$ cat src/rtl/fifo_wm_pkg.sv
// Package of shared defaults for the water-level FIFO.
// Assumes the depth is a power of two so that pointers wrap naturally.
package fifo_wm_pkg;
    parameter int unsigned DEF_DEPTH    = 64;
    parameter int unsigned DEF_WIDTH    = 8;
    parameter int unsigned DEF_WL_W     = 6;
    parameter int unsigned DEF_WL_RESET = 8;
endpackage

$ cat src/rtl/fifo_wm_ctrl.sv
// Pointer, fill-count and overflow control for the FIFO.
// Decides which pushes and pops are accepted from the count at the start of the cycle.
// Flush has top priority. Assumes DEPTH is a power of two.
module fifo_wm_ctrl #(
    parameter int unsigned DEPTH = fifo_wm_pkg::DEF_DEPTH,
    localparam int unsigned AW   = $clog2(DEPTH),
    localparam int unsigned LW   = AW + 1
) (
    input  logic          clk,
    input  logic          rst_n,
    input  logic          push,
    input  logic          pop,
    input  logic          flush,
    input  logic          ovf_clr,
    output logic          push_ok,
    output logic          pop_ok,
    output logic [AW-1:0] wr_ptr,
    output logic [AW-1:0] rd_ptr,
    output logic [LW-1:0] level,
    output logic          ovf
);
    localparam logic [LW-1:0] FULL = LW'(DEPTH);

    // Acceptance decisions, taken from the count at the start of the cycle.
    always_comb begin
        push_ok = push && !flush && (level != FULL);
        pop_ok  = pop  && !flush && (level != '0);
    end

    // Pointer and level update, with flush overriding both.
    always_ff @(posedge clk) begin
        if (!rst_n || flush) begin
            wr_ptr <= '0;
            rd_ptr <= '0;
            level  <= '0;
        end else begin
            if (push_ok) wr_ptr <= wr_ptr + 1'b1;
            if (pop_ok)  rd_ptr <= rd_ptr + 1'b1;
            case ({push_ok, pop_ok})
                2'b10:   level <= level + 1'b1;
                2'b01:   level <= level - 1'b1;
                default: level <= level;
            endcase
        end
    end

    // Sticky overflow flag: a set beats a clear, and a flush clears it.
    always_ff @(posedge clk) begin
        if (!rst_n || flush)             ovf <= 1'b0;
        else if (push && level == FULL)  ovf <= 1'b1;
        else if (ovf_clr)                ovf <= 1'b0;
    end


    level_bound_chk: assert property (@(posedge clk) disable iff (!rst_n)
        level <= FULL);

    flush_empty_chk: assert property (@(posedge clk) disable iff (!rst_n)
        flush |=> (level == '0 && !ovf));

    overflow_set_chk: assert property (@(posedge clk) disable iff (!rst_n)
        (push && !flush && level == FULL) |=> ovf);

    balanced_level_chk: assert property (@(posedge clk) disable iff (!rst_n)
        (push && pop && !flush && level != '0 && level != FULL) |=> $stable(level));
endmodule

$ cat src/rtl/fifo_wm_store.sv
// Byte storage with a registered read port.
// A write happens on an accepted push. The output register loads on an accepted pop and otherwise holds.
module fifo_wm_store #(
    parameter int unsigned DEPTH = fifo_wm_pkg::DEF_DEPTH,
    parameter int unsigned WIDTH = fifo_wm_pkg::DEF_WIDTH,
    localparam int unsigned AW   = $clog2(DEPTH)
) (
    input  logic             clk,
    input  logic             rst_n,
    input  logic             we,
    input  logic [AW-1:0]    waddr,
    input  logic [WIDTH-1:0] wdata,
    input  logic             re,
    input  logic [AW-1:0]    raddr,
    output logic [WIDTH-1:0] rdata
);
    logic [WIDTH-1:0] mem [DEPTH];

    // Array write on an accepted push.
    always_ff @(posedge clk) begin
        if (we) mem[waddr] <= wdata;
    end

    // Output byte register: loads on an accepted pop, otherwise keeps its value.
    always_ff @(posedge clk) begin
        if (!rst_n)  rdata <= '0;
        else if (re) rdata <= mem[raddr];
    end
endmodule

$ cat src/rtl/fifo_wm_alerts.sv
// Near-full and near-empty comparators driven by the one water level.
// Purely combinational. Assumes level never exceeds DEPTH.
module fifo_wm_alerts #(
    parameter int unsigned DEPTH = fifo_wm_pkg::DEF_DEPTH,
    parameter int unsigned WL_W  = fifo_wm_pkg::DEF_WL_W,
    localparam int unsigned LW   = $clog2(DEPTH) + 1
) (
    input  logic            clk,
    input  logic            rst_n,
    input  logic [LW-1:0]   level,
    input  logic [WL_W-1:0] wl,
    output logic            near_full,
    output logic            near_empty
);
    localparam logic [LW-1:0] FULL = LW'(DEPTH);
    logic [LW-1:0] free_slots;
    logic [LW-1:0] wl_ext;

    // Free-space computation and the two threshold compares.
    always_comb begin
        free_slots = FULL - level;
        wl_ext     = LW'(wl);
        near_full  = free_slots <= wl_ext;
        near_empty = level <= wl_ext;
    end


    empty_alert_chk: assert property (@(posedge clk) disable iff (!rst_n)
        (level == '0) |-> near_empty);

    full_alert_chk: assert property (@(posedge clk) disable iff (!rst_n)
        (level == FULL) |-> near_full);
endmodule

$ cat src/rtl/byte_fifo_wm.sv
// Top of the water-level FIFO.
// Merges the host and engine strobes, with the host winning a push tie, and holds the water-level register.
// Ties together the control, storage and alert logic.
module byte_fifo_wm #(
    parameter int unsigned DEPTH    = fifo_wm_pkg::DEF_DEPTH,
    parameter int unsigned WIDTH    = fifo_wm_pkg::DEF_WIDTH,
    parameter int unsigned WL_W     = fifo_wm_pkg::DEF_WL_W,
    parameter int unsigned WL_RESET = fifo_wm_pkg::DEF_WL_RESET,
    localparam int unsigned AW      = $clog2(DEPTH),
    localparam int unsigned LW      = AW + 1
) (
    input  logic             clk,
    input  logic             rst_n,
    input  logic             host_push,
    input  logic [WIDTH-1:0] host_wdata,
    input  logic             host_pop,
    input  logic             eng_push,
    input  logic [WIDTH-1:0] eng_wdata,
    input  logic             eng_pop,
    output logic [WIDTH-1:0] rd_data,
    input  logic             flush,
    input  logic             ovf_clr,
    input  logic             wl_wr,
    input  logic [7:0]       wl_wdata,
    output logic [WL_W-1:0]  water_level,
    output logic [LW-1:0]    fill_level,
    output logic             near_full,
    output logic             near_empty,
    output logic             ovf_err
);
    logic             push_req, pop_req, push_ok, pop_ok;
    logic [WIDTH-1:0] push_data;
    logic [AW-1:0]    wr_ptr, rd_ptr;

    // Source merge: the host byte wins a simultaneous push.
    always_comb begin
        push_req  = host_push | eng_push;
        pop_req   = host_pop  | eng_pop;
        push_data = host_push ? host_wdata : eng_wdata;
    end

    // Water-level register: only the low WL_W bits of the write byte are kept.
    always_ff @(posedge clk) begin
        if (!rst_n)     water_level <= WL_W'(WL_RESET);
        else if (wl_wr) water_level <= wl_wdata[WL_W-1:0];
    end

    fifo_wm_ctrl #(.DEPTH(DEPTH)) u_ctrl (
        .clk(clk), .rst_n(rst_n), .push(push_req), .pop(pop_req),
        .flush(flush), .ovf_clr(ovf_clr), .push_ok(push_ok), .pop_ok(pop_ok),
        .wr_ptr(wr_ptr), .rd_ptr(rd_ptr), .level(fill_level), .ovf(ovf_err)
    );

    fifo_wm_store #(.DEPTH(DEPTH), .WIDTH(WIDTH)) u_store (
        .clk(clk), .rst_n(rst_n), .we(push_ok), .waddr(wr_ptr), .wdata(push_data),
        .re(pop_ok), .raddr(rd_ptr), .rdata(rd_data)
    );

    fifo_wm_alerts #(.DEPTH(DEPTH), .WL_W(WL_W)) u_alerts (
        .clk(clk), .rst_n(rst_n), .level(fill_level), .wl(water_level),
        .near_full(near_full), .near_empty(near_empty)
    );


    empty_pop_hold_chk: assert property (@(posedge clk) disable iff (!rst_n)
        (pop_req && !push_req && !flush && fill_level == '0) |=> ($stable(rd_data) && fill_level == '0));

    flush_keeps_data_chk: assert property (@(posedge clk) disable iff (!rst_n)
        flush |=> $stable(rd_data));

    wl_load_chk: assert property (@(posedge clk) disable iff (!rst_n)
        wl_wr |=> (water_level == $past(wl_wdata[WL_W-1:0])));
endmodule

$ cat config.mk
export PLATFORM = sky130hd
export DESIGN_NAME = byte_fifo_wm
export DESIGN_NICKNAME = d
export VERILOG_FILES = /design/src/rtl/fifo_wm_pkg.sv /design/src/rtl/fifo_wm_ctrl.sv /design/src/rtl/fifo_wm_store.sv /design/src/rtl/fifo_wm_alerts.sv /design/src/rtl/byte_fifo_wm.sv
export SDC_FILE = /design/constraint.sdc
export NUM_CORES = 1
export LEC_CHECK = 0
export BUFFER_PORTS_ARGS = -buffer_cell sky130_fd_sc_hd__buf_4
export CAP_MARGIN = 30
export CORE_ASPECT_RATIO = 0.8
export CORE_MARGIN = 2
export CORE_UTILIZATION = 45
export CTS_CLUSTER_SIZE = 12
export DETAILED_ROUTE_END_ITERATION = 6
export PLACE_DENSITY = 0.61
export REMOVE_ABC_BUFFERS = 1
export SETUP_SLACK_MARGIN = 0.5
export SYNTH_ARGS = -nofsm -noshare
export SYNTH_HDL_FRONTEND = slang
export SYNTH_SLANG_ARGS = --single-unit
$ cat constraint.sdc
create_clock -name clk -period 3.7 [get_ports clk]
set_input_delay 0.185 -clock clk [delete_from_list [all_inputs] [get_ports clk]]
set_output_delay 0.185 -clock clk [all_outputs]
set_load 0.005 [all_outputs]
==> metrics.cfg, run 1 <==
[layout]
syn_to_final_growth_pct = 15.5
num_antenna_cells = 0
drive_gt1_share_pct = 24.5
mostFrequentLayoutCell = edfxtp_1
fillCellCount = 3851
seq_area_mm2 = 0.0161
fin_cells = 2015
multi_input_area_mm2 = 0.00561
layout_common_cells = edfxtp_1, buf_4, nor2_1
layout.nets = 1409

[global_routing]
grt_usage_pct = 20.4
grt_pass1_wl_mm = 75.7
grtUsageMet3_pct = 3.53
grt_pass1_vias = 11599
grt_util_met2_pct = 31.7
grt_antenna_before_repair = 0
grt_max_degree = 77
grt-ovfl-total = 0
grt_util_met1_pct = 30.0
busiest_layer = met2

[sta]
fmax_ghz = 0.323
skew_ps = 20.2
rsz0062_at_grt = true
setup_viol = 0
worstMarginPinSlew_ps = 934
maxSlewViolCount = 0
hold_viol_final = 0
timing.final.crit_period_ps = 3100
fin_crit_sh_pct = 83.7
max_slew_margin_pct = 37.8
setup_ws_ps = 603
finalSetupTns_ps = 0

[yosys]
synth_area_per_cell_um2 = 18.7
yosys_warnings = 0
ys_types = 59
synth-edff-count = 512
yosys-top-cells-area = edfxtp_1, mux4_2, mux2i_1
synthArstFlopShare_pct = 0
yosys.area.top_type_share_pct = 69.5
synthCells = 1183
ys_ff_latch = 546
netlist_area_mm2 = 0.0221
synthFlopType = edfxtp_1
ys_seq_area_share_pct = 72.6
yosysTopAreaCell = edfxtp_1

[route]
post-route-drc-count = 0
drtAntennaViolNets = 0
post_drt_wl_per_cell_um = 25.6
wirelength_mm = 51.6
vias = 11530
drt_pass1_iterations = 5
drtIter0Drc = 1212
via_per_inst = 5.72

[setup_path]
crit_type = reg2reg
crit_fanout = 8
cp-start-kind = flop
reg2reg_depth = 9
cp-end-kind = flop
worstPathArrival_ps = 3380
required_ps = 3980
rrSetupSlack_ps = 600

[status]
status = finished, final reports clean

[power_and_ir_drop]
pwr_density_cell_mw_per_mm2 = 481
ir_worst_vdd_uv = 376
power_w = 0.0123
p_leak_nw = 8.14

[place]
dpl.cell_count = 1904
numPortBuffers = 54
post-place-ws_ps = 306
dp_hpwl_mm = 32.2
gp_congestion = 0.809

[floorplan]
die_h_um = 202
die_w_um = 252
pin_count = 57
initial_core_util_pct = 45.6
rows = 72
dieArea_mm2 = 0.0510
core_area_mm2 = 0.0485

[cts]
clk_latency_ps = 580
clockBufferDepth = 3
cts-buffers-inserted = 53
tritoncts = yes
clkSlewWorstSetupHoldPaths_ps = 60
root_buffer = clkbuf_16
clock_sinks = 546
htree_levels = 2

[hold_path]
min_path_type = in2reg
hold_depth = 3

[flow_run]
maxCapViolCount = 0

-- cells in the mapped netlist (4+ instances only) --
library cell  instances
buf_2                16
o221ai_1              8
mux4_1               25
a221o_1               6
edfxtp_1            512
buf_6                 5
nor2_1               94
a21o_1                6
buf_4                 5
o21ai_0              17
clkbuf_1             22
o211ai_1              4
nand4_1               5
mux4_2               77
buf_1                 9
a21oi_1              23
dfxtp_1              34
xor2_1                8
a211oi_1             16
nand3b_1              4
mux2_2               16
nand2_1              30
or3_1                 4
mux2i_1              78
xnor2_1               7
a22oi_1              15
ha_1                 20
o22ai_1              15
buf_12                7
nand3_1              25
inv_1                14
nor2b_1              17
-- state kept, by name (all words and copies together) (netlist names) --
name	cells
u_ctrl.level	7
u_ctrl.ovf	1
u_ctrl.rd_ptr	6
u_ctrl.wr_ptr	6
u_store.mem	512
u_store.rdata	8
water_level	6
-- critical path, cell delays in order (launching register included) --
cell and delay [ps]:
dfxtp_2 390, inv_1 100, ha_2 190, nor3b_4 180, a311oi_4 340, buf_4 190
and2_0 280, nand2_1 470, nor2_1 440, buf_4 220
-- per-layer routing --
metal	up-vias	routed length, µm
met4	0	1220
li1	5116	-
met1	6003	23300
met5	-	0
met2	328	24000
met3	83	3060
-- final cells by class --
cell class              instances  share of cell area (%)
well taps                     629                    3.08
clock buffers                  79                    5.85
repair buffers                182                    5.82
clock inverters                 7                   0.235
inverters                      14                   0.206
multi-input cells             558                    21.9
flip-flops and latches        546                    62.9
-- timing repair --
action                                  4_1_cts  5_1_grt
endpoints found under the setup margin        3       24
endpoints found under the hold margin         8        0
resized for setup                             9        4
hold buffers                                 21        0
buffers inserted                              2        1
pin swaps                                     2        2
-- cells by family (layout without fill, tap and decap cells) --
kind of cell / after synthesis / count (layout) / synth area share, %
compound gates: 127 / 127 / 4.02
xor+xnor: 15 / 15 / 0.594
fa+ha+maj: 21 / 21 / 1.22
buf+inv: 79 / 282 / 2.22
flops: 546 / 546 / 72.6
mux: 196 / 196 / 15.2
simple gates: 199 / 199 / 4.22
-- path summary, 6_finish.rpt --
check | from | to
worst max-delay path | u_ctrl.level[1]$_SDFFE_PP0P_ | u_store.mem[28][1]$_DFFE_PP_
worst min-delay path | rst_n | u_ctrl.wr_ptr[5]$_SDFFE_PP0P_
worst max register to register | u_ctrl.level[1]$_SDFFE_PP0P_ | u_store.mem[28][1]$_DFFE_PP_
worst min register to register | u_store.rdata[5]$_SDFFE_PN0P_ | u_store.rdata[5]$_SDFFE_PN0P_
-- report_power, final --
group	leakage [nW]	internal, W	switching (W)	total [W]
Combinational	2.50	0.000188	0.000297	0.000484
Sequential	4.88	0.00681	0.0000178	0.00683
Clock	0.755	0.00283	0.00216	0.00499
-- per-stage QoR --
step | util, % | hold slack, ps | instance area, µm²
2_1_floorplan | - | 284 | 21700
3_3_place_gp | 48.9 | 406 | 23700
3_5_place_dp | 48.9 | 410 | 23700
4_1_cts | 52.7 | 78.3 | 25500
5_1_grt | 52.7 | 96.6 | 25600
6_report | 52.7 | 95.1 | 25600
(Power assumes the default switching activity.)
==> run 2: changes to the inputs <==
ABC_AREA = 1   (was unset)
PLACE_DENSITY = 0.63   (was 0.61)
clock period = 2.7 ns   (was 3.7 ns; I/O delays follow)
==> run 2 against run 1 <==
Against the previous run:
- the run now ends with setup timing left
- final cell count grew 56%
- critical path depth rose by 5
- non-clock buffer count up 49
- total power up 47%
==> metrics.cfg, run 2 <==
[status]
status = finished, violations left
violations = setup timing

[sta]
fmax_ghz = 0.353
timing.final.crit_period_ps = 2840
fin_crit_sh_pct = 105
setup_ws_ps = -136  ; -738 ps
worstMarginPinSlew_ps = 1000  ; +68.5 ps
max_slew_margin_pct = 33.0  ; -4.8 points
hold_viol_final = 0  ; unchanged
maxSlewViolCount = 0  ; unchanged
rsz0062_at_grt = true
skew_ps = 16.4  ; -3.82 ps
setup_viol = 2  ; +2

[place]
dpl.cell_count = 3001  ; +58%
numPortBuffers = 54  ; unchanged
gp_congestion = 0.867  ; +7.2%
post-place-ws_ps = 16.3  ; -290 ps
dp_hpwl_mm = 38.0  ; +18%
dpl_cell_area_mm2 = 0.0253  ; +6.8%

[layout]
drive_gt1_share_pct = 16.4  ; -8.1 points
syn_to_final_growth_pct = 21.5
layout_common_cells = nand2_1, edfxtp_1, nand3_1
num_antenna_cells = 0  ; unchanged
reg.largest.list = u_store.mem: 512 flops, u_store.rdata: 8 flops, u_ctrl.level: 7 flops
fin_cells = 3143  ; +56%
max_flop_register = u_store.mem
mostFrequentLayoutCell = nand2_1
fin_area_mm2 = 0.0285  ; +11%
largest_reg_flops = 512  ; unchanged
layout.nets = 2480  ; +76%

[hold_path]
min_to = u_ctrl.level[0]$_SDFFE_PP0P_
hold_start = eng_pop
min_path_type = in2reg
hold_depth = 7  ; +4

[setup_path]
r2r_start = u_ctrl.level[1]$_SDFFE_PP0P_
worstPathArrival_ps = 2700  ; -680 ps
reg2reg_depth = 23  ; +14
required_ps = 2570  ; -1410 ps
r2r-end = u_ctrl.level[5]$_SDFFE_PP0P_
crit_fanout = 2  ; -6
rrSetupSlack_ps = -20  ; -620 ps
crit_type = reg2out
cp-start-kind = flop
crit_start = u_ctrl.level[1]$_SDFFE_PP0P_
cp-end-kind = output pin

[yosys]
yosysTopAreaCell = edfxtp_1
synth_fa_ha_area_share_pct = 1.15  ; -0.069 points
synth-edff-count = 512  ; unchanged
yosys-top-cells-area = edfxtp_1, nand2_1, nand3_1
synthMuxAreaShare_pct = 0.384  ; -15 points
synthArstFlopShare_pct = 0  ; unchanged
synth.most_common_cell = nand2_1
synth_top_family_by_area = simple AND/OR/NAND/NOR gates
synthFlopType = edfxtp_1
synthCells = 2248  ; +90%
ys_seq_area_share_pct = 68.5  ; -4.1 points
yosys_warnings = 0  ; unchanged
netlist_area_mm2 = 0.0234  ; +6.0%
synth_common_cells = nand2_1, edfxtp_1, nand3_1
ys_ff_latch = 546  ; unchanged
synth_compound_area_share_pct = 2.98  ; -1.0 points
ys_types = 32  ; -46%
synth_xor_area_share_pct = 0.299  ; -0.29 points
yosys.area.top_type_share_pct = 65.6  ; -3.9 points
synthSimpleGateAreaFrac_pct = 21.5  ; +17 points
synth_area_per_cell_um2 = 10.4  ; -44%

[global_routing]
grt_pass1_vias = 16196  ; +40%
grt_max_degree = 139  ; +81%
grt_pass1_wl_mm = 94.2  ; +25%
grt_antenna_before_repair = 0  ; unchanged
grt-ovfl-total = 0  ; unchanged
grt_usage_pct = 23.0  ; +2.6 points

[power_and_ir_drop]
p_seq_share_pct = 52.0  ; -3.5 points
ir_worst_vdd_uv = 553  ; +47%
p_sw_w = 0.00426  ; +72%
pwr_density_cell_mw_per_mm2 = 637  ; +32%
power_w = 0.0181  ; +47%
clockPowerShare_pct = 37.6  ; -2.9 points
combPwrFrac_pct = 10.4  ; +6.5 points
p_sw_share_pct = 23.5  ; +3.4 points
p_leak_nw = 10.9  ; +34%
p_int_w = 0.0139  ; +41%

[cts]
tritoncts = yes
clkSlewWorstSetupHoldPaths_ps = 50  ; about the same
htree_levels = 2  ; unchanged
clockBufferDepth = 3  ; unchanged
clock_sinks = 546  ; unchanged
clk_latency_ps = 610  ; +30 ps
root_buffer = clkbuf_16
cts-buffers-inserted = 53  ; unchanged

[floorplan]
initial_core_util_pct = 45.7  ; +0.052 points
pin_count = 57  ; unchanged
core_area_mm2 = 0.0513  ; +5.8%
dieArea_mm2 = 0.0539  ; +5.8%
die_w_um = 259  ; +2.9%
die_h_um = 208  ; +2.9%
rows = 74  ; +2.8%

[route]
route.met3.wl_mm = 5.35  ; +75%
post_drt_wl_per_cell_um = 20.1  ; -21%
wl_met2_mm = 28.5  ; +19%
highest_layer = met4
drt-met1-wl_mm = 27.8  ; +19%
drtIter0Drc = 1798  ; +48%
via_per_inst = 5.35  ; -6.5%
drtAntennaViolNets = 0  ; unchanged
vias = 16813  ; +46%
drt_pass1_iterations = 5  ; unchanged
post-route-drc-count = 0  ; unchanged
wirelength_mm = 63.3  ; +23%

[flow_run]
maxCapViolCount = 0  ; unchanged

-- run 2: metrics by stage --
stage	util (%)	setup TNS, ps	hold WS, ps
2_1_floorplan	-	-77300	247
3_3_place_gp	49.4	0	349
3_5_place_dp	49.4	0	376
4_1_cts	54.3	-119	184
5_1_grt	55.5	-654	245
6_report	55.5	-156	231
-- run 2: area by class of cell --
cell class / instances / area [µm²]
well taps: 684 / 856
fillers: 4315 / 22800
multi-input cells: 1402 / 6880
clock inverters: 6 / 28.8
clock buffers: 82 / 1520
repair buffers: 231 / 2370
flip-flops and latches: 546 / 16100
repair inverters: 1 / 8.76
inverters: 191 / 754
-- run 2: critical path, cell delays in order (launching register included) --
cell     delay, ps
dfxtp_2        330
inv_2           70
ha_4           150
nand2_4         50
nor2_4          90
buf_6          100
xor2_1         150
inv_1           70
ha_1           270
nand2_1         60
inv_2           60
nand2_2         50
or3_4          370
a21oi_4        170
buf_6          110
-- run 2: repair_timing --
| action | in CTS | in global routing |
|---|---|---|
| setup endpoints to repair | 257 | 499 |
| hold buffers | 20 | 0 |
| resized for setup | 156 | 129 |
| hold endpoints to repair | 14 | 0 |
| gates cloned | 1 | 2 |
| setup buffers | 18 | 13 |
| pin swaps | 21 | 31 |
-- run 2: logic make-up (layout without fill, tap and decap cells) --
kind of cell,Yosys count,in the layout
muxes,8,8
DFF,546,546
AOI/OAI and AO/OA,135,135
and+or+nand+nor,1230,1230
adders and majority gates,21,21
xor gates and xnor gates,8,8
buffers and inverters,300,511
-- run 2: power by group through the flow --
stage	clock network, W	logic [W]	registers (W)
floorplan	0	0.000838	0.00965
global placement	0	0.00155	0.00959
detailed placement	0	0.00157	0.00959
CTS	0.00693	0.00176	0.00942
global route	0.00728	0.00206	0.00943
finish	0.00682	0.00189	0.00943
-- run 2: worst max-delay path by stage --
stage	endpoint	cells after the start
2_1_floorplan	u_store.rdata[1]$_SDFFE_PN0P_	11
3_3_place_gp	u_ctrl.level[5]$_SDFFE_PP0P_	19
3_5_place_dp	u_ctrl.level[5]$_SDFFE_PP0P_	19
4_1_cts	near_full	14
5_1_grt	near_full	14
6_report	near_full	14
-- run 2: per-layer routing --
metal	up-vias	track usage, %
met4	0	7.17
met1	8155	33.4
met5	-	0.896
met3	115	4.63
met2	660	34.8
li1	7883	-
==> run 3: changes to the inputs <==
BUFFER_PORTS_ARGS = -buffer_cell sky130_fd_sc_hd__buf_2   (was -buffer_cell sky130_fd_sc_hd__buf_4)
==> run 3 against run 2 <==
Against the previous run:
- the flow still finishes with violations (setup timing)
- combinational power down 5%
- sequential cell count unchanged
- final area up 0.58%
- first-iteration DRC count up 3.6%
- hold slack worse by 190 ps
- die area unchanged
==> metrics.cfg, run 3 (same netlist as run 2, synthesis figures left out) <==
[layout]
fillCellCount = 4272  ; -1.0%
layout_common_cells = nand2_1, edfxtp_1, nand3_1
fin_area_mm2 = 0.0286  ; +0.58%
syn_to_final_growth_pct = 22.2
num_antenna_cells = 0  ; unchanged
reg.largest.list = u_store.mem: 512 flops, u_store.rdata: 8 flops, u_ctrl.level: 7 flops
max_flop_register = u_store.mem
multi_input_area_mm2 = 0.00692  ; +0.65%
layout.nets = 2487  ; +0.28%
seq_area_mm2 = 0.0161  ; about the same
largest_reg_flops = 512  ; unchanged
drive_gt1_share_pct = 16.9  ; +0.53 points
mostFrequentLayoutCell = nand2_1

[cts]
clk_latency_ps = 610  ; about the same
htree_levels = 2  ; unchanged
tritoncts = yes
root_buffer = clkbuf_16
clockBufferDepth = 3  ; unchanged
clock_sinks = 546  ; unchanged
cts-buffers-inserted = 55  ; +3.8%
clkSlewWorstSetupHoldPaths_ps = 60  ; about the same

[setup_path]
rrSetupSlack_ps = 120  ; +140 ps
crit_type = reg2out
reg2reg_depth = 21  ; -8.7%
cp-start-kind = flop
crit_path_frequent_cell = nand2_2
worstPathArrival_ps = 2680  ; -20 ps
worstPathCellList = inv_4, ha_4, nand2_2, nor2_2, buf_4, xor2_1, inv_1, ha_1, nand2_1, inv_2, nand2_2, or3_4, a21oi_2, buf_2
r2r-end = u_ctrl.level[5]$_SDFFE_PP0P_
r2r_start = u_ctrl.level[0]$_SDFFE_PP0P_
required_ps = 2570  ; about the same
cpMaxStageDelayCell = dfxtp_2
cpLargestDelayFamily = simple AND/OR/NAND/NOR gates
crit_fanout = 2  ; unchanged
path_depth = 14  ; unchanged
cp-end-kind = output pin
critical-path-max-stage-delay_ps = 340  ; -30 ps
path_buf_inv = 5  ; unchanged

[place]
dpl_cell_area_mm2 = 0.0253  ; -0.33%
dp_hpwl_mm = 36.8  ; -3.1%
numPortBuffers = 54  ; unchanged
gp_congestion = 0.892  ; +2.8%

[sta]
timing.final.crit_period_ps = 2820  ; -19.9 ps
fin_crit_sh_pct = 104  ; -0.74 points
skew_ps = 10.4  ; -5.99 ps
fmax_ghz = 0.355  ; +0.71%
worstMarginPinSlew_ps = 1010  ; +10.7 ps
rsz0062_at_grt = true
setup_ws_ps = -116  ; +19.9 ps
max_slew_margin_pct = 32.3  ; -0.71 points
finalSetupTns_ps = -116  ; +39.6 ps
maxSlewViolCount = 0  ; unchanged
hold_viol_final = 0  ; unchanged
setup_viol = 1  ; -1

[floorplan]
die_h_um = 208  ; unchanged
core_area_mm2 = 0.0513  ; unchanged
dieArea_mm2 = 0.0539  ; unchanged
pin_count = 57  ; unchanged
rows = 74  ; unchanged
initial_core_util_pct = 45.7  ; unchanged
die_w_um = 259  ; unchanged

[global_routing]
grt_pass1_wl_mm = 94.6  ; +0.39%
grt-ovfl-total = 0  ; unchanged
grt_antenna_before_repair = 0  ; unchanged
grt_pass1_vias = 15718  ; -3.0%
grt_max_degree = 110  ; -21%
grt_usage_pct = 22.9  ; -0.10 points

[route]
drtIter0Drc = 1862  ; +3.6%
wirelength_mm = 62.6  ; -1.1%
post_drt_wl_per_cell_um = 19.8  ; -1.6%
drtAntennaViolNets = 0  ; unchanged
vias = 16729  ; -0.50%
post-route-drc-count = 0  ; unchanged
via_per_inst = 5.29  ; -1.0%
drt_pass1_iterations = 5  ; unchanged

[power_and_ir_drop]
clockPowerShare_pct = 39.3  ; +1.7 points
pwr_density_cell_mw_per_mm2 = 646  ; +1.4%
combPwrFrac_pct = 9.7  ; -0.7 points
p_leak_nw = 11.0  ; +0.87%
p_seq_share_pct = 50.9  ; -1.1 points
p_int_w = 0.0142  ; +2.0%
p_sw_share_pct = 23.5  ; about the same
p_sw_w = 0.00434  ; +2.1%
ir_worst_vdd_uv = 615  ; +11%

[status]
status = finished, violations left
violations = setup timing

[hold_path]
min_to = u_ctrl.level[6]$_SDFFE_PP0P_
hold_start = flush
min_path_type = in2reg
hold_depth = 5  ; -2

[flow_run]
maxCapViolCount = 0  ; unchanged

[run 3: changes by cell type in the layout (fill, tap and decap cells not counted), sizes merged]
cell / delta
clkbuf: +9
dlygate4sd3: -1
buf: +7
clkinv: +1
clkinvlp: +1
[run 3: timing repair]
action	in CTS	in global routing
resized for setup	99	216
endpoints found under the hold margin	7	0
hold buffers	19	0
setup buffers	14	17
setup endpoints to repair	194	521
pin swaps	16	24
cloned	1	1
[run 3: stage by stage]
stage	total power (W)	hold slack, ps	setup slack [ps]	utilization [%]	instances
finish	0.0185	39.7	-116	55.9	3160
global route	0.0191	61.8	-238	55.9	3160
CTS	0.0184	15.6	-123	53.9	3142
detailed placement	0.0111	363	23.3	49.2	3008
global placement	0.0111	352	70.1	49.2	3008
floorplan	0.0105	247	-6920	-	2139
[run 3: layout make-up]
type / instances / area share (%)
clock buffer: 92 / 5.80
clock inverter: 8 / 0.127
inverter: 191 / 2.65
multi-input combinational: 1402 / 24.2
sequential: 546 / 56.1
tap: 684 / 2.99
timing repair buffer: 236 / 8.17
timing repair inverter: 1 / 0.0306
[run 3: how the worst max path moves through the flow]
stage                                             start  slack, ps                             to
after floorplan           u_ctrl.rd_ptr[0]$_SDFFE_PP0P_      -6920  u_store.rdata[1]$_SDFFE_PN0P_
after global placement     u_ctrl.level[0]$_SDFFE_PP0P_         70   u_ctrl.level[6]$_SDFFE_PP0P_
after detailed placement   u_ctrl.level[0]$_SDFFE_PP0P_         20   u_ctrl.level[5]$_SDFFE_PP0P_
after CTS                  u_ctrl.level[1]$_SDFFE_PP0P_       -120                      near_full
after global routing       u_ctrl.level[1]$_SDFFE_PP0P_       -240                      near_full
final                      u_ctrl.level[0]$_SDFFE_PP0P_       -120                      near_full
[run 3: routing by layer]
layer	vias up	part of all wire (%)	track usage (%)
met2	640	45	34.1
met4	0	2.1	5.67
li1	7905	-	-
met5	-	0	0
met3	97	8.1	3.79
met1	8087	45	35.0
[run 3: worst min-delay path: stages]
cell and delay (ps):
buf_2 110, nor2_1 60, buf_4 190, nand2_1 80, nor2_1 30
[run 3: power by group through the flow]
stage | combinational (W) | sequential [W] | clock (W)
floorplan | 0.000838 | 0.00965 | 0
global placement | 0.00151 | 0.00959 | 0
detailed placement | 0.00154 | 0.00959 | 0
CTS | 0.00165 | 0.00941 | 0.00739
global route | 0.00198 | 0.00942 | 0.00770
finish | 0.00180 | 0.00942 | 0.00728
